===== config.mk =====
export PLATFORM = sky130hd
export DESIGN_NAME = slot_irq_ctrl
export DESIGN_NICKNAME = d
export VERILOG_FILES = /design/src/rtl/slot_irq_pkg.sv /design/src/rtl/slot_sync.sv /design/src/rtl/slot_status.sv /design/src/rtl/slot_regs.sv /design/src/rtl/slot_irq_ctrl.sv
export SDC_FILE = /design/constraint.sdc
export NUM_CORES = 1
export LEC_CHECK = 0
export BUFFER_PORTS_ARGS = -buffer_cell sky130_fd_sc_hd__clkbuf_2
export CAP_MARGIN = 20
export CORE_AREA = 3 3 49 51
export CTS_BUF_LIST = sky130_fd_sc_hd__clkbuf_8 sky130_fd_sc_hd__clkbuf_16
export CTS_CLUSTER_SIZE = 28
export DETAILED_ROUTE_END_ITERATION = 10
export DIE_AREA = 0 0 52 54
export PLACE_DENSITY = 0.8
export SYNTH_ARGS = -nofsm -noshare
export SYNTH_HDL_FRONTEND = slang
export SYNTH_SLANG_ARGS = --single-unit

===== constraint.sdc =====
create_clock -name clk -period 1.51 [get_ports clk]
set_input_delay 0.151 -clock clk [delete_from_list [all_inputs] [get_ports clk]]
set_output_delay 0.151 -clock clk [all_outputs]
set_load 0.02 [all_outputs]

===== src/rtl/slot_irq_pkg.sv =====
// Package: word indices and bit positions shared by the card slot register block.
// Assumes a word-addressed register file whose byte address drops bits 1:0.
package slot_irq_pkg;
    localparam int WORD_ID    = 0;  // fixed identification value
    localparam int WORD_FLASH = 1;  // flash programming, reads zero
    localparam int WORD_STAT  = 2;  // interrupt status
    localparam int WORD_DEC   = 3;  // fixed decode value
    localparam int WORD_COUNT = 4;

    localparam int BIT_WP   = 0;    // write-protect level
    localparam int BIT_CARD = 3;    // sticky card-inserted flag

    typedef enum logic [1:0] {
        ACC_OK      = 2'd0,
        ACC_IGNORED = 2'd1,
        ACC_BAD     = 2'd2
    } acc_kind_t;
endpackage


===== src/rtl/slot_sync.sv =====
// Module: multi-flop synchroniser for one asynchronous level.
// Assumes the input is a slow level signal; STAGES flops in series, reset to 0.
module slot_sync #(
    parameter int STAGES = 2
) (
    input  logic clk,
    input  logic rst_n,
    input  logic d_async,
    output logic q_sync
);
    logic [STAGES-1:0] chain;

    generate
        for (genvar i = 0; i < STAGES; i++) begin : g_stage
            if (i == 0) begin : g_first
                // Capture the asynchronous level into the first flop.
                always_ff @(posedge clk) begin
                    if (!rst_n) chain[0] <= 1'b0;
                    else        chain[0] <= d_async;
                end
            end else begin : g_next
                // Pass the level one flop further down the chain.
                always_ff @(posedge clk) begin
                    if (!rst_n) chain[i] <= 1'b0;
                    else        chain[i] <= chain[i-1];
                end
            end
        end
    endgenerate

    assign q_sync = chain[STAGES-1];
endmodule


===== src/rtl/slot_status.sv =====
// Module: rising-edge detector and sticky pending-card flag.
// Assumes card_sync is already synchronised; a set and a clear in the same
// cycle leave the flag set so that no insertion is lost.
module slot_status (
    input  logic clk,
    input  logic rst_n,
    input  logic card_sync,
    input  logic clr_req,
    output logic card_rise,
    output logic card_pend
);
    logic card_prev;

    // Remember the previous synchronised card-detect level.
    always_ff @(posedge clk) begin
        if (!rst_n) card_prev <= 1'b0;
        else        card_prev <= card_sync;
    end

    assign card_rise = card_sync & ~card_prev;

    // Set on a new insertion, clear on a software request; set wins.
    always_ff @(posedge clk) begin
        if (!rst_n)         card_pend <= 1'b0;
        else if (card_rise) card_pend <= 1'b1;
        else if (clr_req)   card_pend <= 1'b0;
    end

    // a detected insertion latches the flag on the next edge.
    assert_rise_sets_R4: assert property (@(posedge clk) disable iff (!rst_n)
        card_rise |=> card_pend);

    // without a clear request the flag never drops.
    assert_sticky_R5: assert property (@(posedge clk) disable iff (!rst_n)
        (card_pend && !clr_req) |=> card_pend);

    // a clear request without a new insertion drops the flag.
    assert_clear_R6: assert property (@(posedge clk) disable iff (!rst_n)
        (clr_req && !card_rise) |=> !card_pend);

    // an insertion coinciding with a clear leaves the flag set.
    assert_set_wins_R7: assert property (@(posedge clk) disable iff (!rst_n)
        (clr_req && card_rise) |=> card_pend);

    // the flag only rises after a detected insertion.
    assert_no_spurious_R4: assert property (@(posedge clk) disable iff (!rst_n)
        $rose(card_pend) |-> $past(card_rise));
endmodule


===== src/rtl/slot_regs.sv =====
// Module: register decode, read multiplexer and response registers.
// Assumes one request per cycle on bus_sel; read data and error are
// registered and valid on the cycle after the request only.
module slot_regs
    import slot_irq_pkg::*;
#(
    parameter int              ADDR_W       = 8,
    parameter int              DATA_W       = 32,
    parameter logic [DATA_W-1:0] ID_VALUE     = 32'h1A2B_0C3D,
    parameter logic [DATA_W-1:0] DECODE_VALUE = 32'h0000_00F0
) (
    input  logic              clk,
    input  logic              rst_n,
    input  logic              bus_sel,
    input  logic              bus_wr,
    input  logic [ADDR_W-1:0] bus_addr,
    input  logic [DATA_W-1:0] bus_wdata,
    input  logic              wp_bit,
    input  logic              card_bit,
    output logic              clr_card,
    output logic [DATA_W-1:0] bus_rdata,
    output logic              bus_err
);
    localparam int WORD_W = ADDR_W - 2;

    logic [WORD_W-1:0] word;
    logic [DATA_W-1:0] stat_word;
    logic [DATA_W-1:0] rd_mux;
    acc_kind_t         kind;

    assign word = bus_addr[ADDR_W-1:2];

    // Assemble the status word from the two live bits.
    always_comb begin
        stat_word           = '0;
        stat_word[BIT_WP]   = wp_bit;
        stat_word[BIT_CARD] = card_bit;
    end

    // Classify the request and pick the read value for its word.
    always_comb begin
        rd_mux = '0;
        kind   = ACC_BAD;
        if (word == WORD_W'(WORD_ID)) begin
            rd_mux = ID_VALUE;
            kind   = bus_wr ? ACC_BAD : ACC_OK;
        end else if (word == WORD_W'(WORD_FLASH)) begin
            rd_mux = '0;
            kind   = bus_wr ? ACC_IGNORED : ACC_OK;
        end else if (word == WORD_W'(WORD_STAT)) begin
            rd_mux = stat_word;
            kind   = ACC_OK;
        end else if (word == WORD_W'(WORD_DEC)) begin
            rd_mux = DECODE_VALUE;
            kind   = bus_wr ? ACC_IGNORED : ACC_OK;
        end
    end

    assign clr_card = bus_sel & bus_wr & (word == WORD_W'(WORD_STAT)) & bus_wdata[BIT_CARD];

    // Register the response for the cycle after the request.
    always_ff @(posedge clk) begin
        if (!rst_n) begin
            bus_rdata <= '0;
            bus_err   <= 1'b0;
        end else begin
            bus_err   <= bus_sel & (kind == ACC_BAD);
            bus_rdata <= (bus_sel && !bus_wr && kind == ACC_OK) ? rd_mux : '0;
        end
    end

    // an access beyond the last word answers with an error and zero data.
    assert_bad_word_R9: assert property (@(posedge clk) disable iff (!rst_n)
        (bus_sel && word >= WORD_W'(WORD_COUNT)) |=> (bus_err && bus_rdata == '0));

    // no request, no error in the following cycle.
    assert_err_idle_R9: assert property (@(posedge clk) disable iff (!rst_n)
        !bus_sel |=> !bus_err);

    // the identification word returns its constant.
    assert_id_read_R2: assert property (@(posedge clk) disable iff (!rst_n)
        (bus_sel && !bus_wr && word == WORD_W'(WORD_ID)) |=> (bus_rdata == ID_VALUE && !bus_err));

    // a status read carries nothing outside bits 0 and 3.
    assert_stat_mask_R10: assert property (@(posedge clk) disable iff (!rst_n)
        (bus_sel && !bus_wr && word == WORD_W'(WORD_STAT))
            |=> ((bus_rdata & ~((DATA_W'(1) << BIT_WP) | (DATA_W'(1) << BIT_CARD))) == '0));

    // a write to the identification word is an access error.
    assert_id_write_R8: assert property (@(posedge clk) disable iff (!rst_n)
        (bus_sel && bus_wr && word == WORD_W'(WORD_ID)) |=> bus_err);
endmodule


===== src/rtl/slot_irq_ctrl.sv =====
// Module: card slot interrupt status block (top).
// Synchronises write-protect and card-detect, keeps a sticky card-inserted
// flag that drives irq_out, and serves four word registers.
// Assumes DATA_W > 3 and ADDR_W > 4.
module slot_irq_ctrl #(
    parameter int                ADDR_W       = 8,
    parameter int                DATA_W       = 32,
    parameter int                SYNC_STAGES  = 2,
    parameter logic [DATA_W-1:0] ID_VALUE     = 32'h1A2B_0C3D,
    parameter logic [DATA_W-1:0] DECODE_VALUE = 32'h0000_00F0
) (
    input  logic              clk,
    input  logic              rst_n,
    input  logic              wp_in,
    input  logic              card_in,
    input  logic              bus_sel,
    input  logic              bus_wr,
    input  logic [ADDR_W-1:0] bus_addr,
    input  logic [DATA_W-1:0] bus_wdata,
    output logic [DATA_W-1:0] bus_rdata,
    output logic              bus_err,
    output logic              irq_out
);
    logic wp_sync;
    logic card_sync;
    logic card_rise;
    logic card_pend;
    logic clr_card;

    slot_sync #(.STAGES(SYNC_STAGES)) u_wp_sync (
        .clk     (clk),
        .rst_n   (rst_n),
        .d_async (wp_in),
        .q_sync  (wp_sync)
    );

    slot_sync #(.STAGES(SYNC_STAGES)) u_card_sync (
        .clk     (clk),
        .rst_n   (rst_n),
        .d_async (card_in),
        .q_sync  (card_sync)
    );

    slot_status u_status (
        .clk       (clk),
        .rst_n     (rst_n),
        .card_sync (card_sync),
        .clr_req   (clr_card),
        .card_rise (card_rise),
        .card_pend (card_pend)
    );

    slot_regs #(
        .ADDR_W       (ADDR_W),
        .DATA_W       (DATA_W),
        .ID_VALUE     (ID_VALUE),
        .DECODE_VALUE (DECODE_VALUE)
    ) u_regs (
        .clk       (clk),
        .rst_n     (rst_n),
        .bus_sel   (bus_sel),
        .bus_wr    (bus_wr),
        .bus_addr  (bus_addr),
        .bus_wdata (bus_wdata),
        .wp_bit    (wp_sync),
        .card_bit  (card_pend),
        .clr_card  (clr_card),
        .bus_rdata (bus_rdata),
        .bus_err   (bus_err)
    );

    assign irq_out = card_pend;

    // writes to the ignored words leave the card flag alone.
    assert_ignored_write_R8: assert property (@(posedge clk) disable iff (!rst_n)
        (bus_sel && bus_wr && !card_rise
            && (bus_addr[ADDR_W-1:2] == (ADDR_W-2)'(1) || bus_addr[ADDR_W-1:2] == (ADDR_W-2)'(3)))
            |=> $stable(card_pend));

    // an out-of-range access leaves the card flag alone.
    assert_bad_no_effect_R9: assert property (@(posedge clk) disable iff (!rst_n)
        (bus_sel && !card_rise && bus_addr[ADDR_W-1:2] > (ADDR_W-2)'(3)) |=> $stable(card_pend));
endmodule


# Word-level counts from Yosys, hierarchy flattened
# Cells that the tools add are included.
[op_classes]
reduce_logical = 8
eq_ne = 4
bitwise_logic = 8
muxes = 12
[ops]
columns = ["operator", "n"]
rows = [
  ["29-bit 2-to-1 mux", 3],
  ["6-bit by 2-bit equality test with 1-bit output (second input constant)", 2],
  ["2-bit 2-to-1 mux", 5],
  ["8-bit 2-to-1 mux", 1],
  ["6-bit by 1-bit equality test with 1-bit output (second input constant)", 1],
  ["6-bit zero test", 1],
  ["1-bit AND", 5],
  ["5-bit OR reduction", 1],
  ["1-bit 2-to-1 mux", 3],
  ["1-bit NOT", 3],
  ["2-bit equality test (second input constant)", 1],
  ["1-bit logical AND", 2],
  ["2-bit zero test", 1],
  ["2-bit AND reduction", 1],
  ["2-bit nonzero test", 1],
  ["1-bit zero test", 1],
]
[word_totals]
output_inout_bits = 34
ff_bits = 39
elab_cells = 41

# Longest topological paths before layout
# Gate-level depths: netlist of run 1.
[logic_depth]
ltp_word = 9
mapped_depth = 3

# Modules after synthesis
# Synthesis of run 1 repeated with hierarchy kept, for this count alone.
[unflattened]
cells_unflattened = 66
hier_area_um2 = 631.9
[by_module_without_submodules]
columns = ["module", "n_inst", "cells_per_inst", "seq_area_each_um2", "area_each_um2"]
rows = [
  ["slot_regs", 1, 52, 120.1, 451.7],
  ["slot_sync", 2, 4, 40.0, 52.6],
  ["slot_status", 1, 6, 40.0, 75.1],
]

# Worst setup path after synthesis of run 1
# No wires, ideal clock.
[synth_path]
path_type = "input to register"
from = "input port bus_addr[5]"
to = "register u_regs.bus_rdata[0]"
arrival_time_ps = 1176
stages = 3
path_slack_ps = 256
path_cell_list = "or4_4 -> or3_4 -> nor3_1"
[synth_via]
elab_chain_len = 8
[synth_rtl]
columns = ["element", "line", "text"]
rows = [
  ["start, declared", "slot_irq_ctrl.sv:18", "input logic [ADDR_W-1:0] bus_addr,"],
  ["6-bit by 2-bit equality test with 1-bit output", "slot_regs.sv:53", "end else if (word == WORD_W'(WORD_DEC)) begin"],
  ["2-bit 2-to-1 mux", "slot_regs.sv:53", ""],
  ["2-bit 2-to-1 mux", "slot_regs.sv:50", "end else if (word == WORD_W'(WORD_STAT)) begin"],
  ["2-bit 2-to-1 mux", "slot_regs.sv:47", "end else if (word == WORD_W'(WORD_FLASH)) begin"],
  ["2-bit 2-to-1 mux", "slot_regs.sv:44", "if (word == WORD_W'(WORD_ID)) begin"],
  ["2-bit zero test", "slot_regs.sv:68", "bus_rdata <= (bus_sel && !bus_wr && kind == ACC_OK) ? rd_mux : '0;"],
  ["1-bit logical AND", "slot_regs.sv:68", ""],
  ["2-bit AND reduction (no source line)", "-", ""],
  ["end signal, assigned", "slot_regs.sv:68", ""],
  ["end, declared", "slot_regs.sv:21", "output logic [DATA_W-1:0] bus_rdata,"],
]
# Several ways; a longest one is shown, not always the timed one.
# A chain may end at the register's enable or synchronous reset.

# Final worst setup path of run 1
[layout_path]
from = "input port bus_addr[5]"
to = "register u_regs.bus_rdata[3]"
# The elaborated chain is that of the path after synthesis.

==> impl_metrics.py, run 1 <==
metrics = {
    "power": {
        "power.static_leakage_nw": 0.364,
        "intPower_w": 0.000578,
        "power-per-cell-area_nw_per_um2": 1100,
        "sw_frac_of_total": 0.226,
        "p_comb_frac": 0.108,
        "seqPwrFrac": 0.440,
        "ir_drop_mv": 0.570,
        "power.net_switching_w": 0.000169,
        "p_clk_frac": 0.452,
    },
    "cells_and_area": {
        "finish.net_count": 135,
        "postLayoutCoreUtil": 0.344,
        "multi_input_area_um2": 199,
        "final_cells": 115,
        "drive_above_1_share": 0.420,
        "seqCellArea_um2": 240,
        "layout_commonest_cell": "sky130_fd_sc_hd__clkbuf_2",
        "most-common-layout-cells": "sky130_fd_sc_hd__clkbuf_2, sky130_fd_sc_hd__conb_1, sky130_fd_sc_hd__dfxtp_1, sky130_fd_sc_hd__nor2_1",
        "area_growth_syn_to_layout_pct": 15.7,
        "fill_cells": 229,
        "antennaDiodeCount": 0,
    },
    "timing": {
        "slew_violations": 0,
        "fmax_ghz": 0.864,
        "timing.final.setup_violations": 0,
        "finalCritPeriodShare": 0.767,
        "final-hold-violation-count": 0,
        "finalSetupTns_ns": 0,
        "unrepaired_setup_endpoints_after_global_routing": "no",
        "hold_ws_ns": 0.119,
        "clock_tree_skew_after_final_layout_ns": 0.000725,
        "timing.final.crit_period_ns": 1.16,
    },
    "clock_tree": {
        "cts.repair_timing.setup_buffer_count": 0,
        "htree_num_levels": 1,
        "cts_repair_resize_count": 0,
        "ctsRootBufferMaster": "sky130_fd_sc_hd__clkbuf_8",
        "number_of_clock_buffers_inserted_by_tritoncts": 3,
        "clock_insertion_delay_worst_skew_ns": 0.24,
        "clkSlewWorstSetupHoldPaths_ns": 0.05,
        "tritoncts": "built",
        "ctsLongestPathBuffers": 2,
        "cts_hold_buffers": 0,
        "cts.sink_count": 12,
    },
    "critical_path": {
        "worstReg2RegStart": "u_status.card_pend",
        "timing.critical_path.slowest_cell_delay_ns": 0.54,
        "cp_data_arrival_time_ns": 1.32,
        "path_class": "primary input to flop",
        "critPathCaptureType": "flop",
        "launching_element_of_the_worst_setup_path": "bus_addr[5]",
        "path_cells": "clkbuf_2, or4_4, or3_4, nor3_1",
        "crit_required_ns": 1.67,
        "worstSetupStartpointType": "primary input",
        "highest_delay_cell_along_the_critical_path": "sky130_fd_sc_hd__or4_4",
        "timing.critical_path.fanout_max": 5,
    },
    "yosys": {
        "synth.mux.area_fraction": 0,
        "synth_compound_gate_area_share": 0.0276,
        "synth_xor_xnor_area_share": 0,
        "synth.distinct_cells": 16,
        "yosys_register_bits": 12,
        "ys_seq_area_frac": 0.408,
        "syn_area_um2": 589,
        "post_synth_and_or_nand_nor_area_fraction": 0.208,
        "postSynthCellCount": 66,
        "combinational_family_with_the_most_area_after_synthesis": "buffers and inverters",
        "yosys_warnings": 0,
        "post_synth_fa_ha_maj_area_fraction": 0,
        "synth.avg_cell_area_um2": 8.93,
    },
    "global_routing": {
        "residual_overflow_from_global_routing": 0,
        "number_of_antenna_violations_at_the_first_check_in_global_routing": 0,
        "first_global_vias": 302,
        "largest_net_degree_at_the_start_of_global_routing": 11,
        "grt_pass1_wl_mm": 1.19,
        "track_usage": 0.0645,
    },
    "floorplan": {
        "fp.dieH_um": 54,
        "rows": 16,
        "die-area_um2": 2810,
        "top_level_ports": 80,
        "die_width_um": 52,
        "core-area_um2": 1980,
        "initial_util": 0.297,
    },
    "min_path": {
        "hold_path_startpoint": "wp_in",
        "holdCritPathClass": "primary input to flop",
    },
    "detailed_routing": {
        "vias": 422,
        "vias_per_cell": 3.67,
        "drtPass1Iterations": 2,
        "detail_route.iter0.violations": 4,
        "route.final.wire_length_um": 925,
        "avgRoutedWirePerCell_um": 8.04,
        "drtAntennaViolNets": 0,
        "drc": 0,
    },
    "flow_run": {
        "timing.max_cap.violations": 0,
    },
    "placement": {
        "place.detailed.instances": 111,
        "place.gp.congestion": 0.626,
        "io_buffer_count": 30,
    },
    "outcome": {
        "run_status": "completed",
    },
}
[registers in the layout, indices dropped and copies added, names as in the netlist]
register,flops
u_status.card_pend,1
u_card_sync.chain,1
u_status.card_prev,1
u_wp_sync.chain,1
u_wp_sync.q_sync,1
u_regs.bus_err,1
u_card_sync.q_sync,1
u_regs.bus_rdata,5
[area by class of cell]
cell class | count | area share
tap | 27 | 0.0495
timing repair buffer | 30 | 0.220
clock buffer | 4 | 0.0807
inverter | 1 | 0.00550
sequential | 12 | 0.352
multi-input combinational | 41 | 0.292
[critical path: cells and delay by family]
family	cells	cell delay [ns]
buffers and inverters	1	0.08
and+or+nand+nor	3	1.08
[power by group through the flow]
| stage | clock (W) | combinational (W) | sequential (W) |
|---|---|---|---|
| floorplan | 0 | 0.0000820 | 0.000339 |
| global placement | 0 | 0.0000796 | 0.000335 |
| detailed placement | 0 | 0.0000804 | 0.000335 |
| CTS | 0.000355 | 0.0000806 | 0.000329 |
| global route | 0.000379 | 0.0000869 | 0.000329 |
| finish | 0.000338 | 0.0000810 | 0.000329 |
[stage by stage]
stage	instance area (um2)	worst slack (ns)	power, W
final	682	0.352	0.000748
after detailed placement	627	0.104	0.000416
after floorplan	646	0.256	0.000421
after CTS	682	0.354	0.000764
after global routing	682	0.273	0.000795
after global placement	627	0.127	0.000415
[path summary, 6_finish.rpt]
kind,cells past startpoint,slack (ns),endpoint
max reg2reg,2,0.92,u_regs.bus_rdata[3]
min reg2reg,1,0.42,u_status.card_pend
min,2,0.12,u_wp_sync.chain[0]
max,4,0.35,u_regs.bus_rdata[3]
[Yosys cell counts]
| master | count | area, um2 |
|---|---|---|
| sky130_fd_sc_hd__or3_4 | 1 | 11.3 |
| sky130_fd_sc_hd__nand4_1 | 1 | 6.26 |
| sky130_fd_sc_hd__nor2_1 | 5 | 18.8 |
| sky130_fd_sc_hd__inv_1 | 1 | 3.75 |
| sky130_fd_sc_hd__o22ai_1 | 1 | 6.26 |
| sky130_fd_sc_hd__nand2_1 | 3 | 11.3 |
| sky130_fd_sc_hd__nor2b_1 | 2 | 12.5 |
| sky130_fd_sc_hd__and2_1 | 4 | 25.0 |
| sky130_fd_sc_hd__nand3_1 | 1 | 5.00 |
| sky130_fd_sc_hd__a21oi_1 | 2 | 10.0 |
| sky130_fd_sc_hd__nor3_1 | 3 | 15.0 |
| sky130_fd_sc_hd__or2_2 | 1 | 6.26 |
| sky130_fd_sc_hd__conb_1 | 1 | 3.75 |
| sky130_fd_sc_hd__buf_4 | 27 | 203 |
| sky130_fd_sc_hd__or4_4 | 1 | 11.3 |
| sky130_fd_sc_hd__dfxtp_1 | 12 | 240 |
[logic make-up after synthesis]
family	Yosys count
buf+inv	28
compound gates	3
flops	12
simple gates	22
other cells	1
[routing by layer]
metal  GRT usage  vias up  routed length (um)  share of wire
met5           0        -                   0              0
met4      0.0524        0                  15          0.016
met3      0.0554        3                 197           0.21
met2       0.100       36                 423           0.46
met1      0.0512      172                 288           0.31
li1            -      211                   -              -
Note: power is estimated with default switching activity, not from simulation.
==> run 2, diff against run 1 <==
--- a/config.mk
+++ b/config.mk
@@ -5,14 +5,15 @@
 export SDC_FILE = /design/constraint.sdc
 export NUM_CORES = 1
 export LEC_CHECK = 0
+export ABC_AREA = 1
 export BUFFER_PORTS_ARGS = -buffer_cell sky130_fd_sc_hd__clkbuf_2
 export CAP_MARGIN = 20
-export CORE_AREA = 3 3 49 51
+export CORE_AREA = 3 3 66 44
 export CTS_BUF_LIST = sky130_fd_sc_hd__clkbuf_8 sky130_fd_sc_hd__clkbuf_16
 export CTS_CLUSTER_SIZE = 28
 export DETAILED_ROUTE_END_ITERATION = 10
-export DIE_AREA = 0 0 52 54
-export PLACE_DENSITY = 0.8
+export DIE_AREA = 0 0 69 47
+export PLACE_DENSITY = 0.78
 export SYNTH_ARGS = -nofsm -noshare
 export SYNTH_HDL_FRONTEND = slang
 export SYNTH_SLANG_ARGS = --single-unit
==> constraint.sdc (replaced) <==
create_clock -name clk -period 0.9 [get_ports clk]
set_input_delay 0.09 -clock clk [delete_from_list [all_inputs] [get_ports clk]]
set_output_delay 0.09 -clock clk [all_outputs]
set_load 0.02 [all_outputs]
==> run 2 against run 1 <==
Against the previous run:
- worst hold slack worse by 0.082 ns
- design area rose by 12%
- sequential power increased by 67%
- cell count increased by 21%
- global-route usage fell by 0.15 points
- die area rose by 15%
- synthesized cell count up 29%
- clock skew rose by 0.0012 ns
- register-to-register slack got worse by 0.68 ns
- combinational power increased by 99%
- critical endpoint is now bus_rdata[16]
- largest power group is now registers
- highest routed layer unchanged
==> impl_metrics.py, run 2 <==
metrics = {
    "global_routing": {
        "largest_net_degree_at_the_start_of_global_routing": 11,
        "residual_overflow_from_global_routing": 0,
        "grt_pass1_wl_mm": 1.47,
        "first_global_vias": 355,
        "number_of_antenna_violations_at_the_first_check_in_global_routing": 0,
        "track_usage": 0.0630,
    },
    "critical_path": {
        "critical_path_buf_inv_count": 1,
        "critical_path.top_delay_family": "flip-flops",
        "path_cells": "clkbuf_2",
        "path_class": "flop to output port",
        "highest_delay_cell_along_the_critical_path": "sky130_fd_sc_hd__dfxtp_4",
        "crit_required_ns": 0.81,
        "timing.critical_path.slowest_cell_delay_ns": 0.37,
        "worstReg2RegStart": "u_status.card_pend",
        "worst-r2r-cell-count": 2,
        "launching_element_of_the_worst_setup_path": "u_regs.bus_rdata[27]",
        "endpoint_of_the_most_critical_register_to_register_path": "u_regs.bus_rdata[3]",
        "critPathCaptureType": "output port",
        "timing.critical_path.fanout_max": 10,
        "timing.reg2reg.setup_slack_ns": 0.24,
        "cp_data_arrival_time_ns": 0.78,
        "worstSetupStartpointType": "flop",
    },
    "timing": {
        "timing.final.setup_violations": 0,
        "finalCritPeriodShare": 0.965,
        "final-hold-violation-count": 0,
        "fmax_ghz": 1.15,
        "timing.final.crit_period_ns": 0.869,
        "slew_violations": 0,
        "clock_tree_skew_after_final_layout_ns": 0.00197,
        "unrepaired_setup_endpoints_after_global_routing": "yes",
        "hold_ws_ns": 0.0365,
    },
    "clock_tree": {
        "ctsRootBufferMaster": "sky130_fd_sc_hd__clkbuf_8",
        "clkSlewWorstSetupHoldPaths_ns": 0.05,
        "clock_insertion_delay_worst_skew_ns": 0.23,
        "htree_num_levels": 1,
        "ctsLongestPathBuffers": 2,
        "cts.sink_count": 12,
        "number_of_clock_buffers_inserted_by_tritoncts": 3,
        "tritoncts": "built",
    },
    "cells_and_area": {
        "drive_above_1_share": 0.383,
        "finish.net_count": 155,
        "area_growth_syn_to_layout_pct": 14.8,
        "fill_cells": 263,
        "seqCellArea_um2": 244,
        "postLayoutCoreUtil": 0.322,
        "max_flop_register": "u_regs.bus_rdata",
        "layout_commonest_cell": "sky130_fd_sc_hd__clkbuf_2",
        "multi_input_area_um2": 240,
        "largest_reg_flops": 5,
        "most-common-layout-cells": "sky130_fd_sc_hd__clkbuf_2, sky130_fd_sc_hd__conb_1, sky130_fd_sc_hd__inv_1, sky130_fd_sc_hd__nand2_1, sky130_fd_sc_hd__dfxtp_1",
        "final_cells": 139,
        "antennaDiodeCount": 0,
    },
    "yosys": {
        "yosys.cell_count.top_type": "sky130_fd_sc_hd__buf_4",
        "yosys_register_bits": 12,
        "ys_top_cells_by_count": "sky130_fd_sc_hd__buf_4, sky130_fd_sc_hd__dfxtp_1, sky130_fd_sc_hd__inv_1, sky130_fd_sc_hd__nand2_1, sky130_fd_sc_hd__nor2_1",
        "postSynthCellCount": 85,
        "yosys_warnings": 0,
        "synth_edf_count": 0,
        "synth_area_leaders": "sky130_fd_sc_hd__dfxtp_1, sky130_fd_sc_hd__buf_4, sky130_fd_sc_hd__inv_1, sky130_fd_sc_hd__nand2_1, sky130_fd_sc_hd__nor2_1",
        "synthDominantCellAreaShare": 0.360,
        "synth.distinct_cells": 15,
        "ys_seq_area_frac": 0.360,
        "yosysTopAreaCell": "sky130_fd_sc_hd__dfxtp_1",
        "asyncSetResetFlopFracSynth": 0,
        "syn_area_um2": 668,
        "synth.avg_cell_area_um2": 7.86,
        "dominantRegCellSynth": "sky130_fd_sc_hd__dfxtp_1",
    },
    "outcome": {
        "run_status": "completed",
    },
    "min_path": {
        "holdPathEnd": "u_card_sync.chain[0]",
        "holdCritPathClass": "primary input to flop",
        "whs_path_depth": 3,
        "hold_path_startpoint": "card_in",
    },
    "floorplan": {
        "die_width_um": 69,
        "fp.dieH_um": 47,
        "initial_util": 0.280,
        "die-area_um2": 3240,
        "core-area_um2": 2380,
        "rows": 14,
        "top_level_ports": 80,
    },
    "power": {
        "sw_frac_of_total": 0.253,
        "intPower_w": 0.000879,
        "seqPwrFrac": 0.466,
        "ir_drop_mv": 0.598,
        "p_clk_frac": 0.397,
        "power.net_switching_w": 0.000298,
        "p_comb_frac": 0.137,
        "power_w": 0.00118,
        "power.static_leakage_nw": 0.447,
        "power-per-cell-area_nw_per_um2": 1540,
    },
    "detailed_routing": {
        "vias": 497,
        "drc": 0,
        "vias_per_cell": 3.58,
        "avgRoutedWirePerCell_um": 7.53,
        "drtPass1Iterations": 4,
        "route.final.wire_length_mm": 1.05,
        "detail_route.iter0.violations": 21,
        "drtAntennaViolNets": 0,
    },
    "placement": {
        "place.gp.congestion": 0.753,
        "detailedPlacementHpwl_um": 918,
        "io_buffer_count": 30,
        "place.detailed.instances": 136,
    },
    "flow_run": {
        "timing.max_cap.violations": 0,
    },
}
[run 2: cell types whose count changed after synthesis, moves of 2 or more]
| cell | delta |
|---|---|
| sky130_fd_sc_hd__nor2_1 | +4 |
| sky130_fd_sc_hd__o211ai_1 | +3 |
| sky130_fd_sc_hd__a21oi_1 | -2 |
| sky130_fd_sc_hd__nor2b_1 | -2 |
| sky130_fd_sc_hd__inv_1 | +10 |
| sky130_fd_sc_hd__and2_1 | -4 |
| sky130_fd_sc_hd__nand2_1 | +8 |
| sky130_fd_sc_hd__nor2_4 | +2 |
| sky130_fd_sc_hd__nor3_1 | -3 |
[run 2: layout make-up]
cell class | instances | area share
clock buffer | 3 | 0.0538
sequential | 12 | 0.318
timing repair buffer | 31 | 0.209
inverter | 11 | 0.0538
tap | 32 | 0.0522
multi-input combinational | 50 | 0.313
[run 2: layer usage]
layer / track usage / vias up / part of all wire
met1: 0.0560 / 206 / 0.41
li1: - / 259 / -
met5: 0 / - / 0
met2: 0.114 / 30 / 0.43
met3: 0.0556 / 2 / 0.16
met4: 0.0117 / 0 / 0.0057
[run 2: repair_timing]
action	CTS	global route
buffers inserted	0	0
gates resized for setup	3	4
hold buffers	0	0
hold endpoints to repair	0	0
endpoints found under the setup margin	10	10
[run 2: power by group through the flow]
stage	logic [W]	clock network, W	registers (W)
final	0.000161	0.000468	0.000549
after global routing	0.000178	0.000500	0.000549
after CTS	0.000161	0.000473	0.000549
after detailed placement	0.000160	0	0.000562
after global placement	0.000158	0	0.000562
after floorplan	0.000151	0	0.000568
[run 2: stage by stage]
stage | worst slack (ns) | setup TNS (ns) | cell area, um2
2_1_floorplan | 0.0502 | 0 | 724
3_3_place_gp | 0.158 | 0 | 719
3_5_place_dp | 0.143 | 0 | 719
4_1_cts | 0.0193 | 0 | 767
5_1_grt | -0.000260 | -0.000260 | 767
6_report | 0.0311 | 0 | 767
[run 2: worst max-delay path by stage]
stage	slack (ns)	end	depth (start not counted)
3_3_place_gp	0.16	bus_rdata[10]	1
4_1_cts	0.02	bus_rdata[21]	1
6_report	0.03	bus_rdata[16]	1
3_5_place_dp	0.14	bus_rdata[11]	1
2_1_floorplan	0.05	bus_rdata[10]	1
5_1_grt	-0.0003	bus_rdata[16]	1
[run 2: cells by family (layout without fill, tap and decap cells)]
| group | after synthesis | count (layout) | share of synthesized area |
|---|---|---|---|
| other | 1 | 16 | 0.00561 |
| buffers and inverters | 38 | 45 | 0.365 |
| DFF | 12 | 12 | 0.360 |
| and+or+nand+nor | 30 | 30 | 0.223 |
| AOI/OAI and AO/OA | 4 | 4 | 0.0468 |
